## src/rtl/irq_gate_pkg.sv

```systemverilog
package irq_gate_pkg;
  typedef enum logic [1:0] {
    CLS_PLAIN   = 2'b00,
    CLS_MASKMOD = 2'b01,
    CLS_XFER    = 2'b10,
    CLS_OTHER   = 2'b11
  } retire_cls_e;
endpackage

```

## src/rtl/irq_pend.sv

```systemverilog
module irq_pend #(
  parameter bit EDGE = 1'b0
) (
  input  logic clk_i,
  input  logic rst_ni,
  input  logic req_i,
  input  logic take_i,
  output logic pend_o
);
  logic set;
  logic pend_q;

  generate
    if (EDGE) begin : g_edge
      logic req_q;
      always_ff @(posedge clk_i or negedge rst_ni) begin
        if (!rst_ni) req_q <= 1'b0;
        else         req_q <= req_i;
      end
      assign set = req_i & ~req_q;
    end else begin : g_level
      assign set = req_i;
    end
  endgenerate

  always_ff @(posedge clk_i or negedge rst_ni) begin
    if (!rst_ni) pend_q <= 1'b0;
    else         pend_q <= (pend_q & ~take_i) | set;
  end

  assign pend_o = pend_q;


  pend_capture_chk: assert property (@(posedge clk_i) disable iff (!rst_ni)
    set |=> pend_o);


  pend_hold_chk: assert property (@(posedge clk_i) disable iff (!rst_ni)
    (pend_o && !take_i) |=> pend_o);
endmodule

```

## src/rtl/irq_inhibit.sv

```systemverilog
module irq_inhibit (
  input  logic clk_i,
  input  logic rst_ni,
  input  logic boundary_i,
  input  logic xfer_active_i,
  input  logic maskmod_i,
  output logic inh_o
);
  logic inh_q;

  // flag spans exactly the instruction after a mask change
  always_ff @(posedge clk_i or negedge rst_ni) begin
    if (!rst_ni)                         inh_q <= 1'b0;
    else if (boundary_i && !xfer_active_i) inh_q <= maskmod_i;
  end

  assign inh_o = inh_q;


  inh_set_chk: assert property (@(posedge clk_i) disable iff (!rst_ni)
    (boundary_i && !xfer_active_i && maskmod_i) |=> inh_o);


  inh_keep_chk: assert property (@(posedge clk_i) disable iff (!rst_ni)
    (!(boundary_i && !xfer_active_i)) |=> $stable(inh_o));
endmodule

```

## src/rtl/irq_gate.sv

```systemverilog
module irq_gate
  import irq_gate_pkg::*;
#(
  parameter int PC_W = 16
) (
  input  logic            clk_i,
  input  logic            rst_ni,
  input  logic            irq_req_i,
  input  logic            mask_i,
  input  logic            nmi_i,
  input  logic            boundary_i,
  input  logic [1:0]      retire_cls_i,
  input  logic            xfer_active_i,
  input  logic            xfer_word_i,
  input  logic            xfer_step_i,
  input  logic [PC_W-1:0] pc_next_i,
  output logic            accept_o,
  output logic            vec_nmi_o,
  output logic [PC_W-1:0] ret_addr_o
);
  logic maskmod, inh, nmi_pend, irq_pend;
  logic bnd_ok, step_ok, take_nmi, take_irq;

  assign maskmod = (retire_cls_e'(retire_cls_i) == CLS_MASKMOD);

  irq_pend #(.EDGE(1'b1)) u_nmi_pend (
    .clk_i, .rst_ni, .req_i(nmi_i), .take_i(take_nmi), .pend_o(nmi_pend)
  );

  irq_pend #(.EDGE(1'b0)) u_irq_pend (
    .clk_i, .rst_ni, .req_i(irq_req_i), .take_i(take_irq), .pend_o(irq_pend)
  );

  irq_inhibit u_inhibit (
    .clk_i, .rst_ni, .boundary_i, .xfer_active_i, .maskmod_i(maskmod), .inh_o(inh)
  );

  assign bnd_ok   = boundary_i & ~xfer_active_i & ~maskmod;
  assign step_ok  = xfer_active_i & xfer_word_i & xfer_step_i & ~inh;
  assign take_nmi = nmi_pend & (bnd_ok | step_ok);
  assign take_irq = irq_pend & ~mask_i & bnd_ok & ~take_nmi;

  always_ff @(posedge clk_i or negedge rst_ni) begin
    if (!rst_ni) begin
      accept_o   <= 1'b0;
      vec_nmi_o  <= 1'b0;
      ret_addr_o <= '0;
    end else begin
      accept_o  <= take_nmi | take_irq;
      vec_nmi_o <= take_nmi;
      if (take_nmi | take_irq) ret_addr_o <= pc_next_i;
    end
  end


  mask_respect_chk: assert property (@(posedge clk_i) disable iff (!rst_ni)
    (accept_o && !vec_nmi_o) |-> $past(!mask_i));


  strobe_only_chk: assert property (@(posedge clk_i) disable iff (!rst_ni)
    accept_o |-> ($past(boundary_i && !xfer_active_i) ||
                  $past(xfer_step_i && xfer_active_i && xfer_word_i)));


  maskmod_block_chk: assert property (@(posedge clk_i) disable iff (!rst_ni)
    (boundary_i && !xfer_active_i && maskmod) |=> !accept_o);


  byte_xfer_block_chk: assert property (@(posedge clk_i) disable iff (!rst_ni)
    (xfer_active_i && !xfer_word_i) |=> !accept_o);


  word_xfer_irq_chk: assert property (@(posedge clk_i) disable iff (!rst_ni)
    xfer_active_i |=> (!accept_o || vec_nmi_o));


  ret_addr_chk: assert property (@(posedge clk_i) disable iff (!rst_ni)
    accept_o |-> (ret_addr_o == $past(pc_next_i)));
endmodule

```

## config.mk

```make
export PLATFORM = sky130hd
export DESIGN_NAME = irq_gate
export DESIGN_NICKNAME = d
export VERILOG_FILES = /design/src/rtl/irq_gate_pkg.sv /design/src/rtl/irq_pend.sv /design/src/rtl/irq_inhibit.sv /design/src/rtl/irq_gate.sv
export SDC_FILE = /design/constraint.sdc
export NUM_CORES = 1
export LEC_CHECK = 0
export BUFFER_PORTS_ARGS = -buffer_cell sky130_fd_sc_hd__buf_2
export CAP_MARGIN = 20
export CORE_MARGIN = 2
export CORE_UTILIZATION = 39
export CTS_CLUSTER_DIAMETER = 30
export DETAILED_ROUTE_END_ITERATION = 10
export PLACE_DENSITY = 0.73
export SKIP_CTS_REPAIR_TIMING = 1
export SKIP_LAST_GASP = 1
export SLEW_MARGIN = 15
export SYNTH_ARGS = -nofsm -noshare
export SYNTH_HDL_FRONTEND = slang
export SYNTH_SLANG_ARGS = --single-unit
```

## constraint.sdc

```tcl
create_clock -name clk_i -period 1.4 [get_ports clk_i]
set_input_delay 0.28 -clock clk_i [delete_from_list [all_inputs] [get_ports clk_i]]
set_output_delay 0.28 -clock clk_i [all_outputs]
set_load 0.01 [all_outputs]
```

# Word-level counts from Yosys, hierarchy flattened
# Cells that the tools add are included.
[word_totals]
ff_bits = 22
word_cells = 33
[op_classes]
eq_ne = 1
n_bitwise = 23
n_reduce_logical = 2
[ops]
columns = ["op", "n"]
rows = [
  ["AND 1 bit", 12],
  ["NOT 1 bit", 7],
  ["bitwise OR 1 bit", 4],
  ["equality test 2 x 1 -> 1 bit, second input constant", 1],
  ["logical AND 1 bit", 1],
  ["zero test 1 bit", 1],
]

# Logic depth before layout (Yosys ltp)
# Gate-level depths: netlist of run 1.
[depth]
word_depth = 10
ltp_mapped = 5
depth_no_buf = 4

# Hierarchy
# Synthesis of run 1 repeated with hierarchy kept, for this count alone.
[hier_totals]
cells_unflattened = 55
hier_area_um2 = 927.1
[by_module_without_submodules]
columns = ["mod", "n_inst", "cells_each", "area_each_um2", "seq_area_each_um2"]
rows = [
  ["irq_gate", 1, 44, 767.0, 450.4],
  ["irq_pend at u_nmi_pend", 1, 5, 70.1, 50.0],
  ["irq_inhibit", 1, 3, 53.8, 25.0],
  ["irq_pend at u_irq_pend", 1, 3, 36.3, 25.0],
]

# Worst setup path after synthesis of run 1
# OpenSTA, ideal clock, no wires.
[synth_timing]
path_type = "input-to-reg"
startpoint = "input retire_cls_i[0]"
endpoint = "register ret_addr_o[0]"
arrival_ps = 1522
slack_ps = -247
cell_stages = 5
n_path_buf = 1
path_cell_list = "nor2b_4 or4b_4 a21boi_4 buf_12 mux2_4"
[synth_via]
elab_chain_cells = 8
elab_cells_between_ends = 9
cone_classes = "1 x eq/ne; 8 x bitwise"
[synth_rtl]
columns = ["element", "line_no", "source"]
rows = [
  ["start, declared", "irq_gate.sv:12", "input logic [1:0] retire_cls_i,"],
  ["equality test 2 x 1 -> 1 bit *", "irq_gate.sv:24", "assign maskmod = (retire_cls_e'(retire_cls_i) == CLS_MASKMOD);"],
  ["NOT 1 bit *", "irq_gate.sv:38", "assign bnd_ok = boundary_i & ~xfer_active_i & ~maskmod;"],
  ["AND 1 bit *", "irq_gate.sv:38", ""],
  ["bitwise OR 1 bit", "irq_gate.sv:40", "assign take_nmi = nmi_pend & (bnd_ok | step_ok);"],
  ["AND 1 bit", "irq_gate.sv:40", ""],
  ["NOT 1 bit", "irq_gate.sv:41", "assign take_irq = irq_pend & ~mask_i & bnd_ok & ~take_nmi;"],
  ["AND 1 bit", "irq_gate.sv:41", ""],
  ["bitwise OR 1 bit *", "irq_gate.sv:51", "if (take_nmi | take_irq) ret_addr_o <= pc_next_i;"],
  ["end signal, assigned", "irq_gate.sv:51", ""],
  ["end, declared", "irq_gate.sv:19", "output logic [PC_W-1:0] ret_addr_o"],
]
# Every way passes the cells marked *; elsewhere a longest branch is shown, timed or not.
# A chain may end at the register's enable or synchronous reset.

# Final worst setup path of run 1
[layout_timing]
startpoint = "register u_irq_pend.pend_q (netlist: u_irq_pend.pend_o)"
endpoint = "register ret_addr_o[12]"
[layout_via]
elab_chain_cells = 4
[layout_rtl]
columns = ["element", "line_no", "source"]
rows = [
  ["start, declared", "irq_pend.sv:11", "logic pend_q;"],
  ["start signal, assigned", "irq_pend.sv:28", "else pend_q <= (pend_q & ~take_i) | set;"],
  ["AND 1 bit (3 in series)", "irq_gate.sv:41", ""],
  ["bitwise OR 1 bit", "irq_gate.sv:51", ""],
]
# Every way passes these cells.

==> key figures, run 1 <==
Synthesis
  • Mean Syn Cell Area: 16.5 sq um
  • Synth area leader: dfrtp_1
  • Compound-cell area share of the yosys netlist: 4.42%
  • Synth Cell Area: 906 sq um
  • Share of the synthesized area in the top cell type: 60.8%
  • XOR/XNOR Fraction of Synth Area: 0%
  • #FFs+latches synth: 22
  • Synth unique cells: 17
  • Synth Net Count: a little over 80
  • Part of the Yosys area used for sequential elements: 60.8%
  • Synthesized-area fraction occupied by adder cells: 0%
  • Area contributors post-synth: dfrtp_1, mux2_4, mux2_2
  • Area share of and/or/nand/nor cells after synthesis: 7.32%
  • Syn. warnings: 0
  • Synth Instances: 55
  • Largest family of logic cells by synthesized area: multiplexers
  • Post-synthesis mux area share: 23.6%

Clock network
  • H-tree depth: 1
  • CTS Buffer Depth: 2
  • CTS tree: done
  • Clk root buf: clkbuf_4
  • CTS Sinks: 22
  • Inserted Clock Buffers: 3
  • Worst skew pair latency: 300 ps
  • Clk slew on worst S/H paths: 120 ps

Setup path
  • Reg2Reg Capture Point: ret_addr_o[12]$_DFFE_PN0P_
  • Critical path class: flip-flop to flip-flop
  • Required time of the critical path: ~1600 ps
  • Critical path launch point type: flip-flop
  • RR Startpoint: u_irq_pend.pend_o$_DFF_PN0_
  • FF-to-FF path depth: 4
  • Worst-path fanout max: 13
  • Crit end category: flip-flop
  • FF-to-FF setup slack: -160 ps
  • Critical path arrival: 1750 ps

Placement
  • PortBufs: between 40 and 50
  • GP Congestion: 0.753
  • DPL Wire Length: around 1200 um

STA
  • Unrepaired setup endpoints after global routing: yes
  • Final setup vio count: 16
  • Min Tclk post-route: 1560 ps
  • Worst slew margin: around 70%
  • Hold Fails Final Rpt: 0
  • Worst Slack Setup Final: -157 ps
  • Max Freq: 642 MHz
  • Clock Skews: 3.41 ps
  • Worst slew pin tran: about 470 ps
  • Fin. max-slew vios: 0
  • Period utilization: 111%
  • Hold_ws: 98.8 ps

Routing
  • Total Wirelength: around 1600 um
  • Vias per std cell: 4.47
  • Routed length per instance: 11.9 um
  • ANT nets after route: 0
  • Initial DRT Pass Iterations: 2
  • Starting DRT DRC Count: 1
  • DR vias: 603
  • DRC Markers: 0

Worst hold path
  • Hold path cells: 1
  • Hold EP: u_nmi_pend.g_edge.req_q$_DFF_PN0_
  • Hold WC Path Type: input pin to flip-flop
  • Hold_sp: nmi_i

Power and ir drop
  • Lkg Pwr: 0.673 nW
  • VDD IR-drop max: 0.959 mV
  • P per Cell Area: 1460 nW/um^2

Layout
  • Area Overhead vs Synth: 37.6%
  • Final #Nets: 135
  • Antenna cell count: 0
  • Post-layout util: 56.3%
  • Commonest cells after routing, fill and taps aside: buf_2, dfrtp_1, mux2_4
  • Most common cell after layout, fill and taps aside: buf_2
  • Layout cells sized above 1: between 60 and 70%

Flow run
  • Max cap viols: 0

Die
  • Core Area: 2210 sq um
  • Starting density of the core: 41.0%
  • Chip height: roughly 52 um
  • Cell row count: 17
  • Die X: 52.2 um
  • Top Ports: 45
  • DIE AREA: 2720 sq um

Global routing
  • Initial antenna violation count: 0
  • Total track usage: 13.0%
  • First-pass GRT wire length: 2580 um
  • Vias in the first global route: 627
  • Largest net degree at the start of global routing: 23
  • Grt ovf: 0

Run status
  • Failing checks: negative setup slack
  • Status: finished with violations
==> power by group <==
group / total, W / switching [W] / internal [W]
clock: 0.000472 / 0.000183 / 0.000289
combinational: 0.000503 / 0.000206 / 0.000297
sequential: 0.000841 / 0.0000680 / 0.000773
total: 0.00182 / 0.000457 / 0.00136
==> layout make-up <==
type | count | area [sq um]
Timing Repair Buffer | 49 | 273
Multi-Input combinational cell | 28 | 320
Clock buffer | 3 | 22.5
Inverter | 4 | 15.0
Tap cell | 28 | 35.0
Fill cell | 209 | 966
Sequential cell | 22 | 551
Clock inverter | 1 | 30.0
==> metrics by stage <==
step                      std cells  power (W)  setup slack, ps  setup TNS [ps]  cell area (sq um)
after floorplan                  55    0.00114             -247           -2750                906
after global placement          128    0.00133             -327           -5080               1160
after detailed placement        128    0.00135             -380           -5710               1160
after CTS                       132    0.00183             -306           -4370               1210
after global routing            135    0.00192             -163           -2380               1250
final                           135    0.00182             -157           -2210               1250
==> registers in the layout (all words and copies together), names as in the netlist <==
register and flops:
u_nmi_pend.pend_o 1, ret_addr_o 16, u_irq_pend.pend_o 1, vec_nmi_o 1
accept_o 1, u_inhibit.inh_o 1, u_nmi_pend.g_edge.req_q 1
==> how the worst max path moves through the flow <==
stage / startpoint / endpoint / slack [ps]
finish: u_irq_pend.pend_o$_DFF_PN0_ / ret_addr_o[12]$_DFFE_PN0P_ / -160
global route: u_irq_pend.pend_o$_DFF_PN0_ / ret_addr_o[10]$_DFFE_PN0P_ / -160
CTS: u_inhibit.inh_o$_DFFE_PN0N_ / ret_addr_o[5]$_DFFE_PN0P_ / -310
detailed placement: retire_cls_i[1] / ret_addr_o[4]$_DFFE_PN0P_ / -380
global placement: retire_cls_i[1] / ret_addr_o[5]$_DFFE_PN0P_ / -330
floorplan: retire_cls_i[0] / ret_addr_o[0]$_DFFE_PN0P_ / -250
==> cell usage after synthesis <==
cell type	instances
nand4b_1	1
inv_1	4
mux2_4	9
nor2b_4	1
dfrtp_1	22
a21boi_4	1
buf_12	1
nand2b_1	1
mux2_2	7
o21ai_1	1
and2_1	1
or4b_4	1
nand2b_4	1
o22ai_1	1
a21oi_1	1
o21ai_0	1
nor2_1	1
==> cells by family (layout without fill, tap and decap cells) <==
group / Yosys count / after routing
AOI/OAI and AO/OA: 5 / 5
DFF: 22 / 22
buffers and inverters: 5 / 57
muxes: 16 / 16
and+or+nand+nor: 7 / 7
==> layer usage <==
metal	track usage (%)	share of wire (%)	wire, um	vias to the layer above
met1	15.1	40	644	292
met4	7.69	1.2	19	0
li1	-	-	-	293
met5	0	0	0	-
met3	1.71	4.0	64	2
met2	22.8	55	876	16
==> worst max-delay path, stage by stage (launching register included) <==
cell      delay [ps]
dfrtp_1          350
or4b_4           470
a21boi_4         170
buf_12           170
mux2_4           300
Power figures use the tool's default switching activity.
==> run 2, diff against run 1 <==
--- a/config.mk
+++ b/config.mk
@@ -6,12 +6,11 @@
 export NUM_CORES = 1
 export LEC_CHECK = 0
 export BUFFER_PORTS_ARGS = -buffer_cell sky130_fd_sc_hd__buf_2
-export CAP_MARGIN = 20
 export CORE_MARGIN = 2
-export CORE_UTILIZATION = 39
+export CORE_UTILIZATION = 40
 export CTS_CLUSTER_DIAMETER = 30
 export DETAILED_ROUTE_END_ITERATION = 10
-export PLACE_DENSITY = 0.73
+export PLACE_DENSITY = 0.71
 export SKIP_CTS_REPAIR_TIMING = 1
 export SKIP_LAST_GASP = 1
 export SLEW_MARGIN = 15
==> constraint.sdc (replaced) <==
create_clock -name clk_i -period 1.5 [get_ports clk_i]
set_input_delay 0.3 -clock clk_i [delete_from_list [all_inputs] [get_ports clk_i]]
set_output_delay 0.3 -clock clk_i [all_outputs]
set_load 0.01 [all_outputs]
==> key figures, run 2 (synthesis gave the netlist of run 1 again) <==
Power and ir drop
  • Pint: 0.00114 W
  • Combinational share of power: 29.8%
  • Switch share: a little over a quarter
  • Lkg Pwr: 0.661 nW
  • Pwr Total: 0.00156 W
  • VDD IR-drop max: 1.04 mV
  • P per Cell Area: approximately 1300 nW/um^2
  • Flop pwr share: 50.2%
  • Net Sw Power: 0.000419 W
  • Clock network fraction of total power: 20.0%

Clock network
  • CTS Sinks: 22
  • Inserted Clock Buffers: 3
  • H-tree depth: 1
  • CTS tree: done
  • Worst skew pair latency: 300 ps
  • Clk slew on worst S/H paths: 110 ps
  • Clk root buf: clkbuf_4
  • CTS Buffer Depth: 2

Routing
  • DRC Markers: 0
  • Total Wirelength: 1530 um
  • Initial DRT Pass Iterations: 2
  • Starting DRT DRC Count: 3
  • Vias per std cell: 4.50
  • DR vias: approximately 600
  • Routed length per instance: 11.4 um
  • ANT nets after route: 0

Layout
  • Multi-input gate area: 320 sq um
  • Area Overhead vs Synth: 34.9%
  • Final #Nets: 134
  • Commonest cells after routing, fill and taps aside: buf_2, dfrtp_1, mux2_4
  • Reg area: 551 sq um
  • Most common cell after layout, fill and taps aside: buf_2
  • Design area: 1220 sq um
  • Post-Layout Cell Count: 134
  • Fillers: 206
  • Layout cells sized above 1: 67.0%
  • Antenna cell count: 0
  • Largest Register: ret_addr_o
  • Max FFs per register: 16

Setup path
  • Crit path largest cell delay: 460 ps
  • RR Startpoint: u_irq_pend.pend_o$_DFF_PN0_
  • Reg2Reg Capture Point: ret_addr_o[14]$_DFFE_PN0P_
  • Worst-path cell chain: or4b_4, a21boi_4, buf_12, mux2_4
  • FF-to-FF setup slack: -50 ps
  • FF-to-FF path depth: 4
  • Critical path class: flip-flop to flip-flop
  • Crit-path slowest cell: or4b_4
  • Worst-path fanout max: 17
  • Crit end category: flip-flop
  • Critical path launch point type: flip-flop
  • Critical path arrival: 1740 ps
  • Required time of the critical path: 1700 ps

Placement
  • GP Congestion: 0.704
  • Post-Place Cells: 128
  • PortBufs: 44
  • DPL Wire Length: 1140 um
  • Placed cell area: between 1000 and 1500 sq um
  • Pre-CTS setup slack: -289 ps

Global routing
  • Largest net degree at the start of global routing: 23
  • Initial antenna violation count: 0
  • Grt ovf: 0
  • Vias in the first global route: just under 600
  • First-pass GRT wire length: around 2600 um
  • Total track usage: roughly 14%

Worst hold path
  • Hold path cells: 1
  • Hold WC Path Type: input pin to flip-flop
  • Hold_sp: nmi_i
  • Hold EP: u_nmi_pend.g_edge.req_q$_DFF_PN0_

STA
  • Period utilization: 103%
  • Max Freq: roughly 650 MHz
  • Min Tclk post-route: 1550 ps
  • Worst slew margin: around 69%
  • Worst slew pin tran: 458 ps
  • Fin. max-slew vios: 0
  • Hold Fails Final Rpt: 0
  • Worst Slack Setup Final: -45.3 ps
  • Final setup vio count: 16
  • Clock Skews: slightly above 3 ps
  • Hold_ws: about 110 ps
  • Unrepaired setup endpoints after global routing: yes

Die
  • DIE AREA: 2660 sq um
  • Top Ports: 45
  • Die X: 51.6 um
  • Cell row count: 17
  • Chip height: 51.6 um
  • Starting density of the core: 41.8%
  • Core Area: approximately 2200 sq um

Flow run
  • Max cap viols: 0

Run status
  • Failing checks: negative setup slack
  • Status: finished with violations
[run 2: cell count changes in the layout (fill, tap and decap cells not counted), sizes merged]
cell / before / now
bufinv: 1 / 0
clkbuf: 3 / 4
buf: 48 / 47
[run 2: per-stage QoR]
stage | setup TNS, ps | util, %
after global placement | -3850 | 53.3
after floorplan | -1500 | -
after global routing | -1410 | 56.3
final | -424 | 56.3
after CTS | -2780 | 55.0
after detailed placement | -4300 | 53.3
[run 2: worst max-delay path: cells and delay by family (launching register included)]
family	cells	cell delay [ps]
and+or+nand+nor	1	460
DFF	1	350
muxes	1	300
buffers and inverters	1	170
AOI/OAI and AO/OA	1	160
[run 2: routing by layer]
layer / share of wire, % / global-route usage (%) / vias up
met1: 42 / 17.6 / 282
met3: 8.2 / 4.89 / 2
met2: 49 / 20.5 / 27
met5: 0 / 0 / -
li1: - / - / 292
met4: 1.1 / 6.58 / 0
[run 2: power by group through the flow]
stage	clock (W)	combinational (W)	sequential (W)
after floorplan	0	0.000206	0.000857
after global placement	0	0.000447	0.000793
after detailed placement	0	0.000457	0.000796
after CTS	0.000330	0.000460	0.000786
after global routing	0.000359	0.000511	0.000804
final	0.000313	0.000466	0.000784
[run 2: layout make-up]
class / instances / area share (%)
clock buffers: 4 / 2.97
inverters: 4 / 1.23
multi-input cells: 28 / 26.2
flip-flops and latches: 22 / 45.0
well taps: 28 / 2.87
repair buffers: 48 / 21.7
[run 2: worst max-delay path by stage]
stage	to	start	depth (start not counted)	slack [ps]
floorplan	ret_addr_o[0]$_DFFE_PN0P_	retire_cls_i[0]	5	-170
detailed placement	ret_addr_o[5]$_DFFE_PN0P_	retire_cls_i[1]	5	-290
global route	ret_addr_o[14]$_DFFE_PN0P_	u_irq_pend.pend_o$_DFF_PN0_	4	-110
CTS	ret_addr_o[3]$_DFFE_PN0P_	u_inhibit.inh_o$_DFFE_PN0N_	4	-210
global placement	ret_addr_o[4]$_DFFE_PN0P_	retire_cls_i[1]	5	-250
finish	ret_addr_o[14]$_DFFE_PN0P_	u_irq_pend.pend_o$_DFF_PN0_	4	-50
